$ cat config.mk
export PLATFORM = sky130hd
export DESIGN_NAME = ucode_decoder
export DESIGN_NICKNAME = d
export VERILOG_FILES = /design/src/rtl/ucode_dec_pkg.sv /design/src/rtl/ucode_dec_seq.sv /design/src/rtl/ucode_dec_table.sv /design/src/rtl/ucode_dec_gate.sv /design/src/rtl/ucode_decoder.sv
export SDC_FILE = /design/constraint.sdc
export NUM_CORES = 1
export LEC_CHECK = 0
export ABC_AREA = 0
export ABC_CLOCK_PERIOD_IN_PS = 1700
export CORE_AREA = 4 4 46 48
export DETAILED_ROUTE_END_ITERATION = 10
export DIE_AREA = 0 0 50 52
export GPL_ROUTABILITY_DRIVEN = 0
export MAX_ROUTING_LAYER = met4
export PLACE_DENSITY = 0.77
export SETUP_SLACK_MARGIN = 0.02
export SYNTH_ARGS = -nofsm -noshare
export SYNTH_HDL_FRONTEND = slang
export SYNTH_SLANG_ARGS = --single-unit
$ cat constraint.sdc
create_clock -name clk -period 1.7 [get_ports clk]
set_clock_uncertainty 0.2 [all_clocks]
set_input_delay 0.34 -clock clk [delete_from_list [all_inputs] [get_ports clk]]
set_output_delay 0.34 -clock clk [all_outputs]
set_load 0.005 [all_outputs]
$ cat src/rtl/ucode_dec_pkg.sv
`timescale 1ns/1ps
package ucode_dec_pkg;

    localparam int OPC_W      = 4;
    localparam int NUM_STEPS  = 6;
    localparam int STEP_W     = $clog2(NUM_STEPS);
    localparam int ALU_SEL_W  = 2;

    typedef enum logic [STEP_W-1:0] {
        ST_FETCH_ADDR = 3'd0,
        ST_FETCH_ADV  = 3'd1,
        ST_EXEC_A     = 3'd2,
        ST_EXEC_B     = 3'd3,
        ST_EXEC_C     = 3'd4,
        ST_EXEC_D     = 3'd5
    } step_e;

    // Field order fixes the bit positions seen by the datapath.
    typedef struct packed {
        logic [ALU_SEL_W-1:0] alu_sel; // 10:9
        logic                 alu_oe;  // 8
        logic                 out_ld;  // 7
        logic                 b_ld;    // 6
        logic                 a_ld;    // 5
        logic                 pc_ld;   // 4
        logic                 pc_inc;  // 3
        logic                 ir_ld;   // 2
        logic                 rom_oe;  // 1
        logic                 pc_oe;   // 0
    } ctrl_t;

    localparam int CTRL_W = $bits(ctrl_t);

    typedef struct packed {
        logic on_carry;
        logic on_zero;
    } cond_t;

    typedef struct packed {
        ctrl_t ctl;
        cond_t cond;
    } entry_t;

    localparam logic [ALU_SEL_W-1:0] ALU_ADD = 2'b00;
    localparam logic [ALU_SEL_W-1:0] ALU_SUB = 2'b01;

    localparam logic [OPC_W-1:0] OP_LDA = 4'd1;
    localparam logic [OPC_W-1:0] OP_LDB = 4'd2;
    localparam logic [OPC_W-1:0] OP_ADD = 4'd3;
    localparam logic [OPC_W-1:0] OP_SUB = 4'd4;
    localparam logic [OPC_W-1:0] OP_OUT = 4'd5;
    localparam logic [OPC_W-1:0] OP_JMP = 4'd6;
    localparam logic [OPC_W-1:0] OP_JC  = 4'd7;
    localparam logic [OPC_W-1:0] OP_JZ  = 4'd8;

endpackage

$ cat src/rtl/ucode_dec_seq.sv
`timescale 1ns/1ps
module ucode_dec_seq
    import ucode_dec_pkg::*;
(
    input  logic                 clk,
    input  logic                 rst,
    output step_e                step_o,
    output logic [NUM_STEPS-1:0] step_oh_o
);

    step_e state_q;
    step_e state_d;

    always_ff @(posedge clk) begin
        if (rst) begin
            state_q <= ST_FETCH_ADDR;
        end else begin
            state_q <= state_d;
        end
    end

    always_comb begin
        unique case (state_q)
            ST_FETCH_ADDR: state_d = ST_FETCH_ADV;
            ST_FETCH_ADV:  state_d = ST_EXEC_A;
            ST_EXEC_A:     state_d = ST_EXEC_B;
            ST_EXEC_B:     state_d = ST_EXEC_C;
            ST_EXEC_C:     state_d = ST_EXEC_D;
            ST_EXEC_D:     state_d = ST_FETCH_ADDR;
            default:       state_d = ST_FETCH_ADDR;
        endcase
    end

    assign step_o = state_q;

    for (genvar i = 0; i < NUM_STEPS; i++) begin : g_oh
        assign step_oh_o[i] = (state_q == step_e'(i));
    end

endmodule

$ cat src/rtl/ucode_dec_table.sv
`timescale 1ns/1ps
module ucode_dec_table
    import ucode_dec_pkg::*;
(
    input  logic [OPC_W-1:0] opcode_i,
    input  step_e            step_i,
    output entry_t           entry_o
);

    localparam int KEY_W = OPC_W + STEP_W;

    logic [KEY_W-1:0] key;
    assign key = {opcode_i, step_i};

    always_comb begin
        entry_o = '0;
        unique casez (key)
            {{OPC_W{1'b?}}, ST_FETCH_ADDR}: begin
                entry_o.ctl.pc_oe  = 1'b1;
                entry_o.ctl.rom_oe = 1'b1;
                entry_o.ctl.ir_ld  = 1'b1;
            end
            {{OPC_W{1'b?}}, ST_FETCH_ADV}: begin
                entry_o.ctl.pc_inc = 1'b1;
            end
            {OP_LDA, ST_EXEC_A}: begin
                entry_o.ctl.pc_oe  = 1'b1;
                entry_o.ctl.rom_oe = 1'b1;
                entry_o.ctl.a_ld   = 1'b1;
            end
            {OP_LDA, ST_EXEC_B}: begin
                entry_o.ctl.pc_inc = 1'b1;
            end
            {OP_LDB, ST_EXEC_A}: begin
                entry_o.ctl.pc_oe  = 1'b1;
                entry_o.ctl.rom_oe = 1'b1;
                entry_o.ctl.b_ld   = 1'b1;
            end
            {OP_LDB, ST_EXEC_B}: begin
                entry_o.ctl.pc_inc = 1'b1;
            end
            {OP_ADD, ST_EXEC_A}: begin
                entry_o.ctl.alu_sel = ALU_ADD;
                entry_o.ctl.alu_oe  = 1'b1;
                entry_o.ctl.a_ld    = 1'b1;
            end
            {OP_SUB, ST_EXEC_A}: begin
                entry_o.ctl.alu_sel = ALU_SUB;
                entry_o.ctl.alu_oe  = 1'b1;
                entry_o.ctl.a_ld    = 1'b1;
            end
            {OP_OUT, ST_EXEC_A}: begin
                entry_o.ctl.out_ld = 1'b1;
            end
            {OP_JMP, ST_EXEC_A}: begin
                entry_o.ctl.pc_oe  = 1'b1;
                entry_o.ctl.rom_oe = 1'b1;
                entry_o.ctl.pc_ld  = 1'b1;
            end
            {OP_JC, ST_EXEC_A}: begin
                entry_o.ctl.pc_oe      = 1'b1;
                entry_o.ctl.rom_oe     = 1'b1;
                entry_o.cond.on_carry  = 1'b1;
            end
            {OP_JZ, ST_EXEC_A}: begin
                entry_o.ctl.pc_oe      = 1'b1;
                entry_o.ctl.rom_oe     = 1'b1;
                entry_o.cond.on_zero   = 1'b1;
            end
            default: begin
                entry_o = '0;
            end
        endcase
    end

endmodule

$ cat src/rtl/ucode_dec_gate.sv
`timescale 1ns/1ps
module ucode_dec_gate
    import ucode_dec_pkg::*;
(
    input  entry_t entry_i,
    input  logic   cf_i,
    input  logic   zf_i,
    output ctrl_t  ctrl_o
);

    logic is_cond;
    logic take;

    assign is_cond = entry_i.cond.on_carry | entry_i.cond.on_zero;
    assign take    = (entry_i.cond.on_carry & cf_i) | (entry_i.cond.on_zero & zf_i);

    always_comb begin
        ctrl_o = entry_i.ctl;
        if (is_cond) begin
            ctrl_o.pc_ld  = take;
            ctrl_o.pc_inc = ~take;
        end
    end

endmodule

$ cat src/rtl/ucode_decoder.sv
`timescale 1ns/1ps
module ucode_decoder
    import ucode_dec_pkg::*;
(
    input  logic                 clk,
    input  logic                 rst,
    input  logic [OPC_W-1:0]     opcode_i,
    input  logic                 cf_i,
    input  logic                 zf_i,
    output logic [CTRL_W-1:0]    ctrl_o,
    output logic [NUM_STEPS-1:0] step_o
);

    step_e                step;
    logic [NUM_STEPS-1:0] step_oh;
    entry_t               entry;
    ctrl_t                ctrl_d;
    ctrl_t                ctrl_q;
    logic [NUM_STEPS-1:0] step_q;

    ucode_dec_seq u_seq (
        .clk       (clk),
        .rst       (rst),
        .step_o    (step),
        .step_oh_o (step_oh)
    );

    ucode_dec_table u_table (
        .opcode_i (opcode_i),
        .step_i   (step),
        .entry_o  (entry)
    );

    ucode_dec_gate u_gate (
        .entry_i (entry),
        .cf_i    (cf_i),
        .zf_i    (zf_i),
        .ctrl_o  (ctrl_d)
    );

    always_ff @(posedge clk) begin
        if (rst) begin
            ctrl_q <= '0;
            step_q <= '0;
        end else begin
            ctrl_q <= ctrl_d;
            step_q <= step_oh;
        end
    end

    assign ctrl_o = ctrl_q;
    assign step_o = step_q;

endmodule

==> impl_metrics.env <==
export IMPL_outcome="complete, no violations"
export IMPL_grt_remaining_overflow=0
export IMPL_htreeDepth=1
export IMPL_grt_start_max_net_pins=10
export IMPL_fmax_mhz=605.7
export IMPL_sequentialPowerShare=0.557
export IMPL_portBuffers=23
export IMPL_hold_start="opcode_i[0]"
export IMPL_r2r_slack_ns=0.12
export IMPL_fp_dieH_um=52
export IMPL_worstPathArrival_ns=1.63
export IMPL_finalCritPeriodShare=0.9711
export IMPL_crit_path_end_kind="register"
export IMPL_syn_nets=75
export IMPL_cp_max_fo=7
export IMPL_cts_buffers=3
export IMPL_ant_nets=0
export IMPL_async_flop_share=0
export IMPL_holdCritPathClass="input pin to register"
export IMPL_synth_area_um2=688.2
export IMPL_synth_area_leaders="dfxtp_1 (49%), buf_2 (3.6%), buf_4 (3.3%)"
export IMPL_r2r_start="u_seq.step_o[1]"
export IMPL_grt_first_pass_wirelength_mm=2.318
export IMPL_swShare=0.2376
export IMPL_crit_type="input pin to register"
export IMPL_ys_seq_elements=17
export IMPL_min_delay_worst_endpoint="ctrl_o[6]"
export IMPL_wl_per_cell_um=11.90
export IMPL_holdWs_ns=0.2948
export IMPL_cp_slowest_cell="clkdlybuf4s50_1"
export IMPL_peakVddDrop_mv=0.4820
export IMPL_area_delta_synth_final_pct=51.27
export IMPL_synth_top_area_frac=0.4945
export IMPL_synth_top_cell_by_area="dfxtp_1"
export IMPL_synthTopCellsByCount="dfxtp_1 (17), buf_2 (5), nor2_1 (4)"
export IMPL_syn_inst=67
export IMPL_dpl_hpwl_mm=1.092
export IMPL_p_int_uw=582.1
export IMPL_fp_dieArea_um2=2600
export IMPL_routed_via_density=4.861
export IMPL_r2r_end="ctrl_o[1]"
export IMPL_finalHoldViolCount=0
export IMPL_p_total_uw=763.4
export IMPL_synth_distinct_cells=34
export IMPL_grt_pass1_vias=558
export IMPL_nNetsFinal=106
export IMPL_drt_iter0_markers=9
export IMPL_worstPathRequired_ns=1.68
export IMPL_pre_cts_ws_ns=-0.3650
export IMPL_clkPwrFrac=0.279
export IMPL_cts_tree="built"
export IMPL_start_kind="input pin"
export IMPL_power_density_nw_per_um2=733.4
export IMPL_grt_antenna_before_repair=0
export IMPL_die_width_um=50
export IMPL_combPwrFrac=0.165
export IMPL_num_vias=593
export IMPL_p_leak_nw=0.5948
export IMPL_rsz0062_at_grt="no"
export IMPL_worst_slack_ns=0.04906
export IMPL_multi_input_area_um2=291.5
export IMPL_syn_avg_cell_area_um2=10.27
export IMPL_routed_wl_mm=1.452
export IMPL_synth_edf_count=0
export IMPL_first_pass_iters=4
export IMPL_cp_cell_sequence="clkdlybuf4s50_1 -> nor4b_2 -> nand3_1 -> nor2_1 -> or4_1"
export IMPL_reg2reg_depth=4
export IMPL_diodes=0
export IMPL_clock_latency_ns=0.29
export IMPL_grt_use_total=0.1254
export IMPL_slowest_delay_ns=0.63
export IMPL_pin_count=25
export IMPL_clockBufferDepth=2
export IMPL_yosysMostFrequentCell="dfxtp_1"
export IMPL_start_util=0.4029
export IMPL_cts_num_sinks=17
export IMPL_route_detailed_drc=0
export IMPL_cts_clk_slew_worst_paths_ns=0.09
export IMPL_cts_root_buf="clkbuf_4"
export IMPL_yosys_warnings=0
export IMPL_core_area_um2=1708
export IMPL_setup_violations=0
export IMPL_fillCellCount=142
export IMPL_ys_flop_type="dfxtp_1"
export IMPL_ys_seq_area_frac=0.4945
export IMPL_period_minus_slack_ns=1.651
export IMPL_drv_slew=0
export IMPL_std_cell_rows=15
export IMPL_cts_hold_buffers=0
export IMPL_drive_gt1_frac=0.2371
export IMPL_power_switching_uw=181.4
export IMPL_regArea_um2=342.8
export IMPL_whs_path_depth=2
export IMPL_maxCapViolCount=0
## cell usage in the layout, fill, tap and decap left out, drive strengths merged, types with 3 or more instances in the layout
cell           netlist  final
buf                  9     12
clkbuf               0      4
clkdlybuf4s50        0      7
dfxtp               17     17
dlygate4sd2          0      4
dlymetal6s2s         0     12
nor2                 4      4
nor4b                3      3
or2                  4      4
## through the flow
| step | cells | instance area (um2) | util | setup TNS (ns) |
|---|---|---|---|---|
| 2_1_floorplan | 67 | 688.2 | - | 0 |
| 3_3_place_gp | 117 | 973.4 | 0.5700 | -1.864 |
| 3_5_place_dp | 117 | 973.4 | 0.5700 | -2.089 |
| 4_1_cts | 121 | 994.7 | 0.5824 | 0 |
| 5_1_grt | 122 | 1041 | 0.6095 | 0 |
| 6_report | 122 | 1041 | 0.6095 | 0 |
## per-layer routing
layer	wire length [um]	global-route usage
met4	46	0.1106
met5	0	-
met1	624	0.1283
met3	62	0.01719
met2	719	0.2109
## cells by family after synthesis
logic type | after synthesis | share of synthesized area
simple gates | 31 | 0.3291
flops | 17 | 0.4946
buf+inv | 10 | 0.09089
compound gates | 7 | 0.06728
xor+xnor | 1 | 0.01273
other cells | 1 | 0.005449
## worst max path at each step
stage | startpoint | endpoint | slack (ns)
6_report | rst | ctrl_o[1] | 0.05
5_1_grt | rst | ctrl_o[1] | 0.02
4_1_cts | step_o[0] | step_o[0] | 0.02
3_5_place_dp | opcode_i[0] | ctrl_o[1] | -0.37
3_3_place_gp | opcode_i[0] | ctrl_o[1] | -0.36
2_1_floorplan | opcode_i[0] | ctrl_o[3] | 0.1
## cell type report
type,instances,area share
timing repair buffer,35,0.3317
sequential,17,0.3293
multi-input combinational,40,0.2800
tap,25,0.03005
clock buffer,4,0.02524
inverter,1,0.003606
## power groups by stage
stage,logic [mW],registers (mW),clock network (mW)
final,0.126,0.425,0.213
after detailed placement,0.128,0.434,0
after floorplan,0.0656,0.432,0
after global placement,0.127,0.433,0
after CTS,0.126,0.425,0.220
after global routing,0.136,0.428,0.238
## worst max-delay path, delay by kind of cell
| family | cells | cell delay, ns |
|---|---|---|
| buf+inv | 1 | 0.63 |
| simple gates | 4 | 0.65 |
## state kept, by name (all words and copies together) (netlist names)
| signal | flops |
|---|---|
| u_seq.step_o | 3 |
| ctrl_o | 8 |
| step_o | 6 |
## timing repair
item                                    in CTS  in global routing
cloned                                       0                  0
endpoints found under the setup margin       3                 13
setup buffers                                0                  1
gates resized for setup                      4                 15
No activity file was read; power rests on OpenSTA's default activity.
